### src/rtl/wol_pkg.sv
package wol_pkg;

    typedef enum logic [1:0] {
        MG_SYNC  = 2'd0,
        MG_MAC   = 2'd1,
        MG_FOUND = 2'd2
    } mg_state_t;

    typedef enum logic {
        PL_IDLE = 1'b0,
        PL_HOLD = 1'b1
    } pl_state_t;

    localparam int EV_MAGIC = 0;
    localparam int EV_ARP   = 1;
    localparam int EV_ADDR1 = 2;
    localparam int EV_HASH  = 3;
    localparam int EV_COUNT = 4;

endpackage

### src/rtl/wol_magic_scan.sv
module wol_magic_scan
    import wol_pkg::*;
#(
    parameter int SYNC_MIN = 6,
    parameter int REPEATS  = 16
) (
    input  logic        clk,
    input  logic        rst_n,
    input  logic        beat,
    input  logic        sof,
    input  logic [7:0]  data,
    input  logic [47:0] mac,
    output logic        hit
);
    localparam int SW = $clog2(SYNC_MIN + 1);
    localparam int RW = (REPEATS > 1) ? $clog2(REPEATS) : 1;

    mg_state_t      st_q, st_c, st_n;
    logic [SW-1:0]  ff_q, ff_c, ff_n;
    logic [2:0]     pos_q, pos_c, pos_n;
    logic [RW-1:0]  rep_q, rep_c, rep_n;
    logic [7:0]     want;
    logic           same;

    function automatic logic [7:0] mac_byte(input logic [47:0] m, input logic [2:0] p);
        case (p)
            3'd0:    return m[47:40];
            3'd1:    return m[39:32];
            3'd2:    return m[31:24];
            3'd3:    return m[23:16];
            3'd4:    return m[15:8];
            default: return m[7:0];
        endcase
    endfunction

    // A start of frame overrides the held scan state.
    always_comb begin
        st_c  = sof ? MG_SYNC : st_q;
        ff_c  = sof ? '0 : ff_q;
        pos_c = sof ? '0 : pos_q;
        rep_c = sof ? '0 : rep_q;
        want  = mac_byte(mac, pos_c);
        same  = (data == want);
    end

    always_comb begin
        st_n  = st_c;
        ff_n  = ff_c;
        pos_n = pos_c;
        rep_n = rep_c;
        unique case (st_c)
            MG_SYNC: begin
                if (data == 8'hFF) begin
                    ff_n = (ff_c == SW'(SYNC_MIN)) ? ff_c : ff_c + 1'b1;
                end else if (ff_c == SW'(SYNC_MIN) && same) begin
                    st_n  = MG_MAC;
                    pos_n = 3'd1;
                    rep_n = '0;
                end else begin
                    ff_n = '0;
                end
            end
            MG_MAC: begin
                if (same) begin
                    if (pos_c == 3'd5) begin
                        pos_n = '0;
                        if (rep_c == RW'(REPEATS - 1)) st_n = MG_FOUND;
                        else                           rep_n = rep_c + 1'b1;
                    end else begin
                        pos_n = pos_c + 1'b1;
                    end
                end else begin
                    st_n  = MG_SYNC;
                    pos_n = '0;
                    ff_n  = (data == 8'hFF) ? SW'(1) : '0;
                end
            end
            default: begin
                st_n = MG_FOUND;
            end
        endcase
    end

    always_ff @(posedge clk or negedge rst_n) begin
        if (!rst_n) begin
            st_q  <= MG_SYNC;
            ff_q  <= '0;
            pos_q <= '0;
            rep_q <= '0;
        end else if (beat) begin
            st_q  <= st_n;
            ff_q  <= ff_n;
            pos_q <= pos_n;
            rep_q <= rep_n;
        end
    end

    // Includes the byte on the current beat, so a frame may end on the last MAC byte.
    assign hit = beat && ((st_c == MG_FOUND) ||
                 (st_c == MG_MAC && same && pos_c == 3'd5 && rep_c == RW'(REPEATS - 1)));

endmodule

### src/rtl/wol_arp_scan.sv
module wol_arp_scan #(
    parameter int LAST_IDX = 41
) (
    input  logic        clk,
    input  logic        rst_n,
    input  logic        beat,
    input  logic        sof,
    input  logic [7:0]  data,
    input  logic [31:0] ip,
    output logic        hit
);
    localparam int IW = $clog2(LAST_IDX + 2);

    logic [IW-1:0] idx_q, idx_c;
    logic          good_q, good_c, byte_ok;

    always_comb begin
        idx_c  = sof ? '0 : idx_q;
        good_c = sof ? 1'b1 : good_q;
        case (int'(idx_c))
            12:      byte_ok = (data == 8'h08);
            13:      byte_ok = (data == 8'h06);
            20:      byte_ok = (data == 8'h00);
            21:      byte_ok = (data == 8'h01);
            38:      byte_ok = (data == ip[31:24]);
            39:      byte_ok = (data == ip[23:16]);
            40:      byte_ok = (data == ip[15:8]);
            41:      byte_ok = (data == ip[7:0]);
            default: byte_ok = 1'b1;
        endcase
    end

    always_ff @(posedge clk or negedge rst_n) begin
        if (!rst_n) begin
            idx_q  <= '0;
            good_q <= 1'b0;
        end else if (beat) begin
            good_q <= good_c && byte_ok;
            idx_q  <= (int'(idx_c) > LAST_IDX) ? idx_c : idx_c + 1'b1;
        end
    end

    assign hit = beat && good_c && byte_ok && (int'(idx_c) >= LAST_IDX);

endmodule

### src/rtl/wol_pulse.sv
module wol_pulse
    import wol_pkg::*;
#(
    parameter int LEN = 64
) (
    input  logic clk,
    input  logic rst_n,
    input  logic fire,
    output logic wake
);
    localparam int CW = (LEN > 1) ? $clog2(LEN) : 1;

    pl_state_t     st_q, st_n;
    logic [CW-1:0] cnt_q, cnt_n;

    always_comb begin
        st_n  = st_q;
        cnt_n = cnt_q;
        unique case (st_q)
            PL_IDLE: begin
                if (fire) begin
                    st_n  = PL_HOLD;
                    cnt_n = CW'(LEN - 1);
                end
            end
            PL_HOLD: begin
                if (fire)             cnt_n = CW'(LEN - 1);
                else if (cnt_q == '0) st_n  = PL_IDLE;
                else                  cnt_n = cnt_q - 1'b1;
            end
            default: st_n = PL_IDLE;
        endcase
    end

    always_ff @(posedge clk or negedge rst_n) begin
        if (!rst_n) begin
            st_q  <= PL_IDLE;
            cnt_q <= '0;
        end else begin
            st_q  <= st_n;
            cnt_q <= cnt_n;
        end
    end

    always_comb begin
        wake = (st_q == PL_HOLD);
    end

endmodule

### src/rtl/wol_detect.sv
module wol_detect
    import wol_pkg::*;
#(
    parameter int PULSE_LEN = 64,
    parameter int SYNC_MIN  = 6,
    parameter int REPEATS   = 16
) (
    input  logic        clk,
    input  logic        rst_n,
    input  logic        rx_valid,
    input  logic        rx_sof,
    input  logic        rx_eof,
    input  logic [7:0]  rx_data,
    input  logic        rx_err,
    input  logic        addr1_hit,
    input  logic        hash_hit,
    input  logic [47:0] dev_mac,
    input  logic [31:0] dev_ip,
    input  logic [3:0]  ev_en,
    input  logic        rx_en,
    output logic        wake
);
    logic                magic_hit, arp_hit, last_beat, fire;
    logic [EV_COUNT-1:0] ev_seen;

    wol_magic_scan #(.SYNC_MIN(SYNC_MIN), .REPEATS(REPEATS)) u_magic (
        .clk(clk), .rst_n(rst_n), .beat(rx_valid), .sof(rx_sof),
        .data(rx_data), .mac(dev_mac), .hit(magic_hit)
    );

    wol_arp_scan #(.LAST_IDX(41)) u_arp (
        .clk(clk), .rst_n(rst_n), .beat(rx_valid), .sof(rx_sof),
        .data(rx_data), .ip(dev_ip), .hit(arp_hit)
    );

    always_comb begin
        last_beat          = rx_valid && rx_eof;
        ev_seen[EV_MAGIC]  = magic_hit && !rx_err && addr1_hit;
        ev_seen[EV_ARP]    = arp_hit;
        ev_seen[EV_ADDR1]  = addr1_hit;
        ev_seen[EV_HASH]   = hash_hit;
        fire               = last_beat && rx_en && |(ev_seen & ev_en);
    end

    wol_pulse #(.LEN(PULSE_LEN)) u_pulse (
        .clk(clk), .rst_n(rst_n), .fire(fire), .wake(wake)
    );

endmodule

### config.mk
export PLATFORM = sky130hd
export DESIGN_NAME = wol_detect
export DESIGN_NICKNAME = d
export VERILOG_FILES = /design/src/rtl/wol_pkg.sv /design/src/rtl/wol_magic_scan.sv /design/src/rtl/wol_arp_scan.sv /design/src/rtl/wol_pulse.sv /design/src/rtl/wol_detect.sv
export SDC_FILE = /design/constraint.sdc
export NUM_CORES = 1
export LEC_CHECK = 0
export BUFFER_PORTS_ARGS = -buffer_cell sky130_fd_sc_hd__buf_2
export CAP_MARGIN = 10
export CELL_PAD_IN_SITES_DETAIL_PLACEMENT = 0
export CELL_PAD_IN_SITES_GLOBAL_PLACEMENT = 1
export CORE_ASPECT_RATIO = 2
export CORE_MARGIN = 2
export CORE_UTILIZATION = 39
export DETAILED_ROUTE_END_ITERATION = 10
export PLACE_DENSITY_LB_ADDON = 0.1
export SLEW_MARGIN = 40
export SYNTH_ARGS = -nofsm -noshare
export SYNTH_HDL_FRONTEND = slang
export SYNTH_SLANG_ARGS = --single-unit
### constraint.sdc
create_clock -name clk -period 6.3 [get_ports clk]
set_input_delay 1.26 -clock clk [delete_from_list [all_inputs] [get_ports clk]]
set_output_delay 1.26 -clock clk [all_outputs]
set_load 0.005 [all_outputs]
==> metrics.md <==
| Metric | Value |
|---|---|
| Most frequent cells in the layout | `101 x buf_2, 27 x nand2_1, 27 x nor2_1` |
| Post-synthesis async set-or-reset flop share | `100%` |
| Num Clock Sinks | `26` |
| TritonCTS clock tree | `built` |
| Dpl hpwl | `7550 um` |
| TNS Setup | `0 ns` |
| Final period utilization | `71.7%` |
| Area of the core | `0.00749 sq mm` |
| All-Layer GR Usage | `a little under a quarter` |
| R2r setup slk | `2.40 ns` |
| Pwr/cell area | `172 mW/mm^2` |
| Largest family of logic cells by synthesized area | `simple AND/OR/NAND/NOR gates` |
| Layout cell share with drive strength beyond 1 | `about a quarter` |
| Synth Net Count | `between 500 and 600` |
| Compound-Gate Fraction of Synth Area | `28.6%` |
| Ys Warns | `0` |
| Max cap viols | `0` |
| Post-Synth XOR/XNOR Area | `2.64%` |
| Overflow after GRT | `0` |
| DRC | `0` |
| Synth Register Bits | `26` |
| Final hold violations | `0` |
| Post-synth EDFFs | `0` |
| Vias in the first global route | `roughly 3400` |
| Area grow syn2layout | `20.9%` |
| N_diodes | `0` |
| Post-CTS Resized | `0` |
| Avg WL per Cell | `between 15 and 20 um` |
| Most used DFF post-synth | `dfrtp_1` |
| Cts bufs inserted | `3` |
| Total iterations of the first detailed-routing run | `6` |
| Worst endpoint required time | `6.47 ns` |
| Worst Hold Class | `flop to flop` |
| Simple-gate share of the synthesized area | `32.6%` |
| Rows | `45` |
| Port bufs | `slightly above 100` |
| RSZ-0062 raised after global routing | `no` |
| Largest net degree at the start of global routing | `46` |
| Worst slew pin tran | `0.832 ns` |
| Syn avg cell area | `7.53 sq um` |
| Multiplexer area fraction after synthesis | `5.12%` |
| Antenna violations before repair | `0` |
| Setup violators final | `0` |
| Worst-Skew Late Latency | `around 0.26 ns` |
| Die height | `roughly 130 um` |
| WL final | `9770 um` |
| Initial drt markers | `230` |
| Most common cell after layout, fill and taps aside | `buf_2` |
| Syn Std Cell Area | `roughly 0.0030 sq mm` |
| GP Congestion | `0.897` |
| Post-layout minimum cycle time | `4.52 ns` |
| I/O Pins | `102` |
| Clk Tree Root Cell | `clkbuf_16` |
| Synthesized instance count | `396` |
| Fin nets | `around 580` |
| Status | `finished clean` |
| Register area share after synthesis | `21.8%` |
| Post-Synth Adder-Cell Area | `2.47%` |
| CTS HTree Levels | `1` |
| Worst-path clk slew | `0.06 ns` |
| Worst-path fanout max | `11` |
| Peak VDD IR | `0.180 mV` |
| Initial core utilization | `39.8%` |
| Post-CTS Hold Fix Bufs | `0` |
| Synth cell types | `68` |
| Setup repair bufs after CTS | `0` |
| First-pass GRT wire length | `15900 um` |
| F_max | `221 MHz` |
| Static leakage | `0.00162 uW` |
| Max_slew headroom | `44.5%` |
| Crit Path Class | `input pin to flop` |
| Worst setup SP type | `input pin` |
| Filler instances | `751` |
| Worst-case clock buffer depth | `2` |
| Worst Setup End Kind | `flop` |
| Die width | `65.8 um` |
| Via count | `approximately 3500` |
| Vias per cell | `roughly 6.1` |
| Post-route ant nets | `0` |
| Crit path arrival time | `4.69 ns` |
| Layout Skew | `0.00225 ns` |
| Die area | `0.00841 sq mm` |
| WHS | `0.533 ns` |
| Max-slew violation count | `0` |
[metrics by stage]
step / cells / setup slack (ns) / total power, uW / instance area, sq um / utilization (%)
floorplan: 396 / 1.81 / 364 / 2980 / -
global placement: 564 / 1.66 / 427 / 3500 / 46.7
detailed placement: 564 / 1.54 / 438 / 3500 / 46.8
CTS: 568 / 1.80 / 626 / 3610 / 48.2
global route: 568 / 1.49 / 665 / 3610 / 48.2
finish: 568 / 1.78 / 620 / 3610 / 48.2
[area by class of cell]
type                       count  area, sq um  share of cell area (%)
multi-input combinational    319         2130                    59.2
clock buffer                   3         75.1                    2.08
timing repair buffer         102          513                    14.2
inverter                      23         86.3                    2.39
tap                           94          118                    3.26
clock inverter                 1         30.0                   0.833
sequential                    26          651                    18.0
[cells by family after synthesis]
group | Yosys count
AO/OA/AOI/OAI | 124
XOR/XNOR | 9
adder cells (fa/ha/maj) | 6
buffers and inverters | 51
flip-flops | 26
multiplexers | 15
AND/OR/NAND/NOR | 165
[registers in the layout (all words and copies together), names as in the netlist]
| signal | cells |
|---|---|
| u_arp.idx_q | 6 |
| u_pulse.cnt_q | 6 |
| u_magic.rep_q | 4 |
| u_magic.ff_q | 3 |
| u_magic.pos_q | 3 |
| u_magic.st_q | 2 |
| u_arp.good_q | 1 |
| u_pulse.wake | 1 |
[where the power goes]
part | switching [uW] | internal, uW
logic | 99.1 | 98.3
registers | 41.8 | 196
clock network | 58.5 | 126
total | 199 | 421
[synth_stat cells (4+ instances only)]
master,n,share of area [%]
o22ai_1,7,1.5
and3b_1,13,3.8
o21ai_0,26,4.4
inv_1,23,2.9
and3_1,9,1.9
a211oi_1,4,1.0
o31ai_1,4,1.0
a21oi_1,24,4.0
nor2_1,27,3.4
dfrtp_1,26,22
clkbuf_1,22,2.8
xnor2_1,7,2.1
nand3b_1,7,1.8
nand2_1,27,3.4
o211ai_1,5,1.3
a31oi_1,7,1.5
nor2b_1,7,1.5
a22oi_1,12,3.0
nor3_1,12,2.0
ha_1,5,2.1
nand2b_1,8,1.7
nor4_1,4,0.84
nand4_1,13,2.7
nand3_1,12,2.0
or4_1,4,1.0
mux2i_1,13,4.4
or2_2,5,1.0
[worst max-delay path, stage by stage]
cell and delay (ns):
buf_2 0.11, inv_1 0.32, and3_1 0.23, ha_1 0.33
nor2_1 0.11, and2_1 0.26, or4b_1 0.57, a22oi_2 0.19
nand4_2 0.21, nor2_1 0.62, nand2_1 0.22, o31ai_1 0.26
[final timing paths]
path,startpoint,to,cells past startpoint
worst max-delay path,rx_sof,u_magic.ff_q[1]$_DFFE_PN0P_,12
worst min-delay path,u_magic.ff_q[1]$_DFFE_PN0P_,u_magic.ff_q[1]$_DFFE_PN0P_,2
worst max register to register,u_magic.pos_q[1]$_DFFE_PN0P_,u_magic.ff_q[1]$_DFFE_PN0P_,10
worst min register to register,u_magic.ff_q[1]$_DFFE_PN0P_,u_magic.ff_q[1]$_DFFE_PN0P_,2
max in group asynchronous,rst_n,u_arp.idx_q[0]$_DFFE_PN0P_,1
min in group asynchronous,rst_n,u_magic.pos_q[1]$_DFFE_PN0P_,1
[layer usage]
| layer | track usage (%) | share of wire (%) | vias up |
|---|---|---|---|
| met4 | 8.58 | 3.4 | 0 |
| met1 | 28.1 | 40 | 1608 |
| met2 | 42.8 | 51 | 155 |
| li1 | - | - | 1668 |
| met3 | 1.67 | 5.5 | 25 |
| met5 | 0 | 0 | - |
(Power assumes the default switching activity.)
